**src/rtl/fcd_pkg.sv**
```systemverilog
package fcd_pkg;

    typedef enum logic [2:0] {
        MODE_ARRAY   = 3'd0,
        MODE_AUTOSEL = 3'd1,
        MODE_QUERY   = 3'd2,
        MODE_HIDDEN  = 3'd3,
        MODE_FAST    = 3'd4
    } mode_e;

    typedef enum logic [2:0] {
        OP_NONE       = 3'd0,
        OP_PROGRAM    = 3'd1,
        OP_SECT_ERASE = 3'd2,
        OP_CHIP_ERASE = 3'd3,
        OP_SUSPEND    = 3'd4,
        OP_RESUME     = 3'd5
    } op_e;

    typedef enum logic [3:0] {
        SQ_IDLE,
        SQ_UNL1,
        SQ_UNL2,
        SQ_PRG,
        SQ_ERS_ARM,
        SQ_ERS_UNL1,
        SQ_ERS_UNL2,
        SQ_ERS_QUEUE,
        SQ_FAST,
        SQ_FAST_PRG,
        SQ_FAST_EXIT
    } seq_e;

    localparam logic [7:0] CMD_KEY_A   = 8'hAA;
    localparam logic [7:0] CMD_KEY_B   = 8'h55;
    localparam logic [7:0] CMD_RESET   = 8'hF0;
    localparam logic [7:0] CMD_PROG    = 8'hA0;
    localparam logic [7:0] CMD_ERASE   = 8'h80;
    localparam logic [7:0] CMD_SECTOR  = 8'h30;
    localparam logic [7:0] CMD_CHIP    = 8'h10;
    localparam logic [7:0] CMD_IDENT   = 8'h90;
    localparam logic [7:0] CMD_FAST    = 8'h20;
    localparam logic [7:0] CMD_HIDDEN  = 8'h88;
    localparam logic [7:0] CMD_QUERY   = 8'h98;
    localparam logic [7:0] CMD_SUSPEND = 8'hB0;
    localparam logic [7:0] CMD_ZERO    = 8'h00;

endpackage

```
**src/rtl/fcd_bank_sel.sv**
```systemverilog
module fcd_bank_sel #(
    parameter int unsigned          ADDR_W     = 21,
    parameter logic [ADDR_W-1:0]    BANK_SPLIT = 21'h1C0000
) (
    input  logic [ADDR_W-1:0] addr,
    output logic              bank
);
    // Upper region (at or above the split point) is bank 1.
    assign bank = (addr >= BANK_SPLIT);
endmodule

```
**src/rtl/fcd_addr_match.sv**
```systemverilog
module fcd_addr_match #(
    parameter int unsigned       CMP_W     = 11,
    parameter logic [CMP_W-1:0]  KEY1_ADDR = 11'h555,
    parameter logic [CMP_W-1:0]  KEY2_ADDR = 11'h2AA,
    parameter logic [CMP_W-1:0]  QRY_ADDR  = 11'h055
) (
    input  logic [CMP_W-1:0] low_addr,
    output logic             hit_key1,
    output logic             hit_key2,
    output logic             hit_query
);
    assign hit_key1  = (low_addr == KEY1_ADDR);
    assign hit_key2  = (low_addr == KEY2_ADDR);
    assign hit_query = (low_addr == QRY_ADDR);
endmodule

```
**src/rtl/fcd_id_rom.sv**
```systemverilog
module fcd_id_rom #(
    parameter int unsigned       ADDR_W      = 21,
    parameter logic [ADDR_W-1:0] BANK_SPLIT  = 21'h1C0000,
    parameter logic [15:0]       MFR_CODE    = 16'h0004,
    parameter logic [15:0]       DEV_CODE    = 16'h227E,
    parameter logic [15:0]       EXT_CODE1   = 16'h2203,
    parameter logic [15:0]       EXT_CODE2   = 16'h2201,
    parameter logic [15:0]       EXT_TRIGGER = 16'h227E
) (
    input  logic [ADDR_W-1:0] rd_addr,
    input  logic              active,
    input  logic              sel_bank,
    output logic              id_valid,
    output logic [15:0]       id_data
);
    logic       rd_bank;
    logic [7:0] offs;
    logic       hit;
    logic [15:0] word;

    fcd_bank_sel #(.ADDR_W(ADDR_W), .BANK_SPLIT(BANK_SPLIT)) bank_i (
        .addr (rd_addr),
        .bank (rd_bank)
    );

    assign offs = rd_addr[7:0];

    // The device code picks whether the extended identifier words exist.
    generate
        if (DEV_CODE == EXT_TRIGGER) begin : g_ext
            always_comb begin
                hit  = 1'b1;
                word = 16'h0000;
                case (offs)
                    8'h00:   word = MFR_CODE;
                    8'h01:   word = DEV_CODE;
                    8'h0E:   word = EXT_CODE1;
                    8'h0F:   word = EXT_CODE2;
                    default: hit  = 1'b0;
                endcase
            end
        end else begin : g_std
            always_comb begin
                hit  = 1'b1;
                word = 16'h0000;
                case (offs)
                    8'h00:   word = MFR_CODE;
                    8'h01:   word = DEV_CODE;
                    default: hit  = 1'b0;
                endcase
            end
        end
    endgenerate

    assign id_valid = active && (rd_bank == sel_bank) && hit;
    assign id_data  = id_valid ? word : 16'h0000;
endmodule

```
**src/rtl/flash_cmd_decoder.sv**
```systemverilog
module flash_cmd_decoder
    import fcd_pkg::*;
#(
    parameter int unsigned       ADDR_W     = 21,
    parameter logic [ADDR_W-1:0] BANK_SPLIT = 21'h1C0000,
    parameter logic [15:0]       MFR_CODE   = 16'h0004,
    parameter logic [15:0]       DEV_CODE   = 16'h227E,
    parameter logic [15:0]       EXT_CODE1  = 16'h2203,
    parameter logic [15:0]       EXT_CODE2  = 16'h2201
) (
    input  logic              clk,
    input  logic              rst_n,
    input  logic              wr_en,
    input  logic [ADDR_W-1:0] wr_addr,
    input  logic [15:0]       wr_data,
    input  logic [1:0]        bank_busy,
    input  logic [ADDR_W-1:0] rd_addr,
    output logic              op_valid,
    output logic [2:0]        op_kind,
    output logic [ADDR_W-1:0] op_addr,
    output logic [15:0]       op_data,
    output logic [2:0]        mode_o,
    output logic              id_valid,
    output logic [15:0]       id_data
);
    localparam int unsigned CMP_W = 11;

    typedef struct packed {
        seq_e              seq;
        mode_e             mode;
        logic              id_bank;
        logic              op_valid;
        op_e               op_kind;
        logic [ADDR_W-1:0] op_addr;
        logic [15:0]       op_data;
    } state_t;

    state_t q, d;

    logic       w_bank, at_key1, at_key2, at_query, w_busy;
    logic [7:0] cmd;

    fcd_bank_sel #(.ADDR_W(ADDR_W), .BANK_SPLIT(BANK_SPLIT)) wbank_i (
        .addr (wr_addr),
        .bank (w_bank)
    );

    fcd_addr_match #(.CMP_W(CMP_W)) match_i (
        .low_addr  (wr_addr[CMP_W-1:0]),
        .hit_key1  (at_key1),
        .hit_key2  (at_key2),
        .hit_query (at_query)
    );

    assign cmd    = wr_data[7:0];
    assign w_busy = bank_busy[w_bank];

    always_comb begin
        d          = q;
        d.op_valid = 1'b0;
        d.op_kind  = OP_NONE;
        if (wr_en) begin
            case (q.seq)
                SQ_IDLE: begin
                    if (cmd == CMD_RESET) begin
                        d.mode = MODE_ARRAY;
                    end else if (cmd == CMD_SUSPEND) begin
                        d.op_valid = 1'b1;
                        d.op_kind  = OP_SUSPEND;
                        d.op_addr  = wr_addr;
                    end else if (w_busy) begin
                        d.seq = SQ_IDLE;          // addressed bank busy: drop
                    end else if (cmd == CMD_KEY_A && at_key1) begin
                        d.seq = SQ_UNL1;
                    end else if (cmd == CMD_SECTOR) begin
                        d.op_valid = 1'b1;
                        d.op_kind  = OP_RESUME;
                        d.op_addr  = wr_addr;
                    end else if (cmd == CMD_QUERY && at_query) begin
                        d.mode = MODE_QUERY;
                    end
                end
                SQ_UNL1: begin
                    if (cmd == CMD_KEY_B && at_key2) begin
                        d.seq = SQ_UNL2;
                    end else begin
                        d.seq  = SQ_IDLE;
                        d.mode = MODE_ARRAY;
                    end
                end
                SQ_UNL2: begin
                    d.seq  = SQ_IDLE;
                    d.mode = MODE_ARRAY;
                    if (at_key1) begin
                        case (cmd)
                            CMD_PROG: begin
                                d.seq  = SQ_PRG;
                                d.mode = q.mode;
                            end
                            CMD_ERASE: begin
                                d.seq  = SQ_ERS_ARM;
                                d.mode = q.mode;
                            end
                            CMD_IDENT: begin
                                d.mode    = MODE_AUTOSEL;
                                d.id_bank = w_bank;
                            end
                            CMD_FAST: begin
                                d.mode = MODE_FAST;
                                d.seq  = SQ_FAST;
                            end
                            CMD_HIDDEN: d.mode = MODE_HIDDEN;
                            default:    d.mode = MODE_ARRAY;
                        endcase
                    end
                end
                SQ_PRG: begin
                    d.seq      = SQ_IDLE;
                    d.op_valid = 1'b1;
                    d.op_kind  = OP_PROGRAM;
                    d.op_addr  = wr_addr;
                    d.op_data  = wr_data;
                end
                SQ_ERS_ARM: begin
                    if (cmd == CMD_KEY_A && at_key1) begin
                        d.seq = SQ_ERS_UNL1;
                    end else begin
                        d.seq  = SQ_IDLE;
                        d.mode = MODE_ARRAY;
                    end
                end
                SQ_ERS_UNL1: begin
                    if (cmd == CMD_KEY_B && at_key2) begin
                        d.seq = SQ_ERS_UNL2;
                    end else begin
                        d.seq  = SQ_IDLE;
                        d.mode = MODE_ARRAY;
                    end
                end
                SQ_ERS_UNL2, SQ_ERS_QUEUE: begin
                    if (q.seq == SQ_ERS_UNL2 && cmd == CMD_CHIP && at_key1) begin
                        d.seq      = SQ_IDLE;
                        d.op_valid = 1'b1;
                        d.op_kind  = OP_CHIP_ERASE;
                        d.op_addr  = wr_addr;
                    end else if (cmd == CMD_SECTOR) begin
                        d.seq      = SQ_ERS_QUEUE;
                        d.op_valid = 1'b1;
                        d.op_kind  = OP_SECT_ERASE;
                        d.op_addr  = wr_addr;
                    end else if (q.seq == SQ_ERS_QUEUE && cmd == CMD_SUSPEND) begin
                        d.seq      = SQ_IDLE;
                        d.op_valid = 1'b1;
                        d.op_kind  = OP_SUSPEND;
                        d.op_addr  = wr_addr;
                    end else begin
                        d.seq  = SQ_IDLE;
                        d.mode = MODE_ARRAY;
                    end
                end
                SQ_FAST: begin
                    if (cmd == CMD_SUSPEND) begin
                        d.op_valid = 1'b1;
                        d.op_kind  = OP_SUSPEND;
                        d.op_addr  = wr_addr;
                    end else if (cmd == CMD_PROG && !w_busy) begin
                        d.seq = SQ_FAST_PRG;
                    end else if (cmd == CMD_IDENT) begin
                        d.seq = SQ_FAST_EXIT;
                    end
                end
                SQ_FAST_PRG: begin
                    d.seq      = SQ_FAST;
                    d.op_valid = 1'b1;
                    d.op_kind  = OP_PROGRAM;
                    d.op_addr  = wr_addr;
                    d.op_data  = wr_data;
                end
                SQ_FAST_EXIT: begin
                    if (cmd == CMD_RESET || cmd == CMD_ZERO) begin
                        d.seq  = SQ_IDLE;
                        d.mode = MODE_ARRAY;
                    end else begin
                        d.seq = SQ_FAST;
                    end
                end
                default: begin
                    d.seq  = SQ_IDLE;
                    d.mode = MODE_ARRAY;
                end
            endcase
        end
    end

    always_ff @(posedge clk) begin
        if (!rst_n) begin
            q.seq      <= SQ_IDLE;
            q.mode     <= MODE_ARRAY;
            q.id_bank  <= 1'b0;
            q.op_valid <= 1'b0;
            q.op_kind  <= OP_NONE;
            q.op_addr  <= '0;
            q.op_data  <= '0;
        end else begin
            q <= d;
        end
    end

    fcd_id_rom #(
        .ADDR_W     (ADDR_W),
        .BANK_SPLIT (BANK_SPLIT),
        .MFR_CODE   (MFR_CODE),
        .DEV_CODE   (DEV_CODE),
        .EXT_CODE1  (EXT_CODE1),
        .EXT_CODE2  (EXT_CODE2),
        .EXT_TRIGGER(16'h227E)
    ) id_i (
        .rd_addr  (rd_addr),
        .active   (q.mode == MODE_AUTOSEL),
        .sel_bank (q.id_bank),
        .id_valid (id_valid),
        .id_data  (id_data)
    );

    assign op_valid = q.op_valid;
    assign op_kind  = q.op_kind;
    assign op_addr  = q.op_addr;
    assign op_data  = q.op_data;
    assign mode_o   = q.mode;
endmodule

```
**config.mk**
```make
export PLATFORM = sky130hd
export DESIGN_NAME = flash_cmd_decoder
export DESIGN_NICKNAME = d
export VERILOG_FILES = /design/src/rtl/fcd_pkg.sv /design/src/rtl/fcd_bank_sel.sv /design/src/rtl/fcd_addr_match.sv /design/src/rtl/fcd_id_rom.sv /design/src/rtl/flash_cmd_decoder.sv
export SDC_FILE = /design/constraint.sdc
export NUM_CORES = 1
export LEC_CHECK = 0
export BUFFER_PORTS_ARGS = -buffer_cell sky130_fd_sc_hd__buf_2
export CAP_MARGIN = 30
export CORE_ASPECT_RATIO = 0.5
export CORE_MARGIN = 2
export CORE_UTILIZATION = 40
export DETAILED_ROUTE_END_ITERATION = 10
export PLACE_DENSITY = 0.68
export SYNTH_ARGS = -nofsm -noshare
export SYNTH_HDL_FRONTEND = slang
export SYNTH_SLANG_ARGS = --single-unit
```
**constraint.sdc**
```tcl
create_clock -name clk -period 2.9 [get_ports clk]
set_clock_uncertainty 0.15 [all_clocks]
set_input_delay 0.29 -clock clk [delete_from_list [all_inputs] [get_ports clk]]
set_output_delay 0.29 -clock clk [all_outputs]
set_load 0.01 [all_outputs]
```
==> results <==
- The synthesized design devotes to its leading area cell type 32.2% of total area.
- For this design the top-level I/O count stands at 124.
- The count of cells in the finished layout, fillers not included, comes to 514.
- The total number of yosys warnings is 0.
- The cell count after placement is 506.
- The total vias in the final route is 2597.
- The tightest min-delay check is of the in2reg type.
- The CTS buffer count is 5.
- The category of the critical setup timing path is reg2reg.
- After routing the design area is 0.00338 mm^2.
- Of the cells placed in the final design, the portion with a size suffix greater than 1 is 32.3%.
- For this run, the detailed router's first-pass iteration total came to 4.
- Relative to the synthesized area, the layout overhead comes to 11.0%.
- At the worst endpoint, the arrival time is 2.47 ns.
- The actual transition at the worst max-transition pin is 0.533 ns.
- The clock latency on the worst-skew pair is 0.29 ns.
- The die is 127 um wide.
- The number of nets in the finished design is 480.
- The mean number of vias per cell is 5.05.
- The remaining design rule violation count is 0.
- The total congestion overflow after global routing is 0.
- The number of standard-cell rows in the floorplan is 22.
- The count of cells resized by post-cts repair is 0.
- The maximum resistive drop on vdd is 0.206 mV.
- The synthesized netlist occupies a cell area of 0.00305 mm^2.
- The required time of the worst setup path is 2.93 ns.
- The synthesized area per cell is 8.30 um^2.
- The first global-routing pass estimated 11.3 mm of wire.
- Setup violations remaining at the end of the flow were counted as 0.
- Dividing the detail-routed wire length by the instance count gives 13.6 um.
- The final weighted congestion in routability-driven placement is 0.969.
- The prevailing post-synth register cell is sky130_fd_sc_hd__dfxtp_1.
- The total of buffers placed on input and output ports is 106.
- Hold repair after CTS inserted 0 buffers.
- The number of antenna violations at the first check in global routing is 0.
- The portion of the clock cycle consumed by the worst path in the final layout is 84.1%.
- The first routing iteration left 149 violations.
- STA classifies the critical path startpoint as a register.
- The clock passes through at most 2 buffers.
- The via count of the first global-routing pass came to 2339.
- Counting flops with a built-in enable in the synthesized netlist gives 0.
- Among all cell types in the netlist, the one instantiated most often is sky130_fd_sc_hd__buf_4.
- The number of maximum-capacitance violations is 0.
- The H-tree was split into 2 levels.
- 0 antenna diodes ended up in the layout.
- The all-layer global routing usage is 16.7%.
- The vertical extent of the die is 65.7 um.
- The library cell with the largest summed area after synthesis is sky130_fd_sc_hd__dfxtp_1.
- Entering global routing, the biggest net connects 60 pins.
- Setup repair after global routing left no endpoint under its margin.
- For this configuration, the core starts out at a cell density of 41.5%.
- The post-CTS setup-driven buffer insertion count is 0.
- The count of final hold-check violations is 0.
- The worst max-slew margin expressed relative to the limit is 64.4%.
- Detailed placement finished with a half-perimeter wire length of 5.24 mm.
- The CTS sink count is 49.
- The power density over the cells is 431 mW/mm^2.
- Synthesis inferred 49 register bits.
- The worst setup path is captured at a register.
- The leakage power is 1.60 nW.
- The standard cell area after detailed placement is 0.00323 mm^2.
- The proportion of synthesized flip-flops having asynchronous set or reset is 0%.
- The clock period could shrink to 2.44 ns.
- TritonCTS built the clock tree.
- The sequential share of the synthesized area is 32.2%.
- The number of routed nets with antenna violations is 0.
- In the post-synthesis netlist, the biggest area contributors are sky130_fd_sc_hd__dfxtp_1 32%, sky130_fd_sc_hd__buf_4 14%, sky130_fd_sc_hd__mux2i_1 5.9%, sky130_fd_sc_hd__nand3_1 4.8%, sky130_fd_sc_hd__o21ai_0 4.3%.
- The die area is 0.00838 mm^2.
- Synthesis instantiated 57 different standard cells from the library.
- The total negative setup slack is 0 ns.
- The run finished with clean final reports.
- After synthesis, the most frequently instantiated cells are 55 x sky130_fd_sc_hd__buf_4, 49 x sky130_fd_sc_hd__dfxtp_1, 34 x sky130_fd_sc_hd__nand2_1, 29 x sky130_fd_sc_hd__nand3_1, 26 x sky130_fd_sc_hd__o21ai_0.
- The number of pins with negative max-slew slack in the final report is 0.
- The cell at the root of the clock tree is sky130_fd_sc_hd__clkbuf_16.
- For this block, the routed nets add up to 7.01 mm of wire.
- Based on the critical path, the design can be clocked at up to 0.410 GHz.
- Synthesis produced 367 cells.
- The core outline area is 0.00735 mm^2.
- Of all nets on the critical path, the largest fanout is 42.
- The clock-pin slew of the registers on the worst-case setup and hold paths is 0.07 ns.
==> flip-flops by register name, indices dropped and copies added (netlist names) <==
signal / cells
op_data: 16
op_kind: 3
op_addr: 21
op_valid: 1
mode_o: 3
q: 5
==> kinds of logic (layout without fill, tap and decap cells) <==
family	count (synthesis)	count (layout)	share of synthesized area (%)
muxes	18	18	5.91
AOI/OAI and AO/OA	67	67	14.6
and+or+nand+nor	146	146	27.3
DFF	49	49	32.2
buffers and inverters	84	129	19.3
xor gates and xnor gates	2	2	0.575
other	1	7	0.123
==> area by class of cell <==
class	count	area [um^2]
Timing Repair Buffer	113	596
Fill cell	741	3970
Sequential cell	49	981
Clock inverter	2	17.5
Tap cell	96	120
Clock buffer	6	139
Inverter	8	30.0
Multi-Input combinational cell	240	1500
==> final timing paths <==
check	from	to	slack [ns]	cells past startpoint
setup reg to reg	q[45]	op_addr[3]	0.46	7
hold / removal	wr_addr[17]	op_addr[17]	0.06	3
setup / recovery	q[45]	op_addr[3]	0.46	7
hold reg to reg	op_addr[0]	op_addr[0]	0.30	2
==> power by group <==
part	switching [W]	leakage, nW	total [W]	internal, W
Clock	0.000268	0.0775	0.000616	0.000348
Combinational	0.0000884	1.13	0.000153	0.0000641
Sequential	0.00000667	0.395	0.000688	0.000681
==> layer usage <==
metal	share of wire [%]	routed length [um]	track usage, %	vias up
met4	0.81	57	4.40	0
li1	-	-	-	1325
met2	45	3140	27.3	119
met5	0	0	0	-
met1	45	3130	21.4	1147
met3	9.7	682	5.54	6
==> placed cells by master (no fill, tap or decap), types with 3 or more instances in the layout <==
cell type                     n
sky130_fd_sc_hd__a211oi_1     3
sky130_fd_sc_hd__a21boi_0     4
sky130_fd_sc_hd__a21oi_1      8
sky130_fd_sc_hd__a31o_2       4
sky130_fd_sc_hd__and3_1       3
sky130_fd_sc_hd__buf_2      106
sky130_fd_sc_hd__buf_4        6
sky130_fd_sc_hd__clkbuf_16    5
sky130_fd_sc_hd__conb_1       7
sky130_fd_sc_hd__dfxtp_1     49
sky130_fd_sc_hd__inv_1        8
sky130_fd_sc_hd__mux2i_1     18
sky130_fd_sc_hd__nand2_1     34
sky130_fd_sc_hd__nand2b_1     4
sky130_fd_sc_hd__nand3_1     29
sky130_fd_sc_hd__nand4_1      6
sky130_fd_sc_hd__nand4b_1     4
sky130_fd_sc_hd__nor2_1      13
sky130_fd_sc_hd__nor2b_1     17
sky130_fd_sc_hd__nor3_1       7
sky130_fd_sc_hd__nor4_1       4
sky130_fd_sc_hd__nor4b_1      4
sky130_fd_sc_hd__o21ai_0     26
sky130_fd_sc_hd__o21ai_1      3
sky130_fd_sc_hd__or2_2        5
==> worst max-delay path, stage by stage (launching register included) <==
cell                       delay [ns]
sky130_fd_sc_hd__dfxtp_1         0.44
sky130_fd_sc_hd__or4_1           0.63
sky130_fd_sc_hd__o31ai_1         0.44
sky130_fd_sc_hd__or2_2           0.21
sky130_fd_sc_hd__a221oi_4        0.04
sky130_fd_sc_hd__buf_12          0.19
sky130_fd_sc_hd__nand3_1         0.10
sky130_fd_sc_hd__o21ai_0         0.09
==> metrics by stage <==
stage	util (%)	total power, W	hold slack (ns)	setup WS (ns)
final	46.0	0.00146	0.0611	0.461
after global routing	46.0	0.00153	0.0806	0.318
after CTS	46.0	0.00147	0.0586	0.495
after detailed placement	43.9	0.000855	0.292	0.205
after global placement	43.9	0.000854	0.285	0.228
after floorplan	-	0.000808	0.269	0.536
No activity file was read; power rests on OpenSTA's default activity.
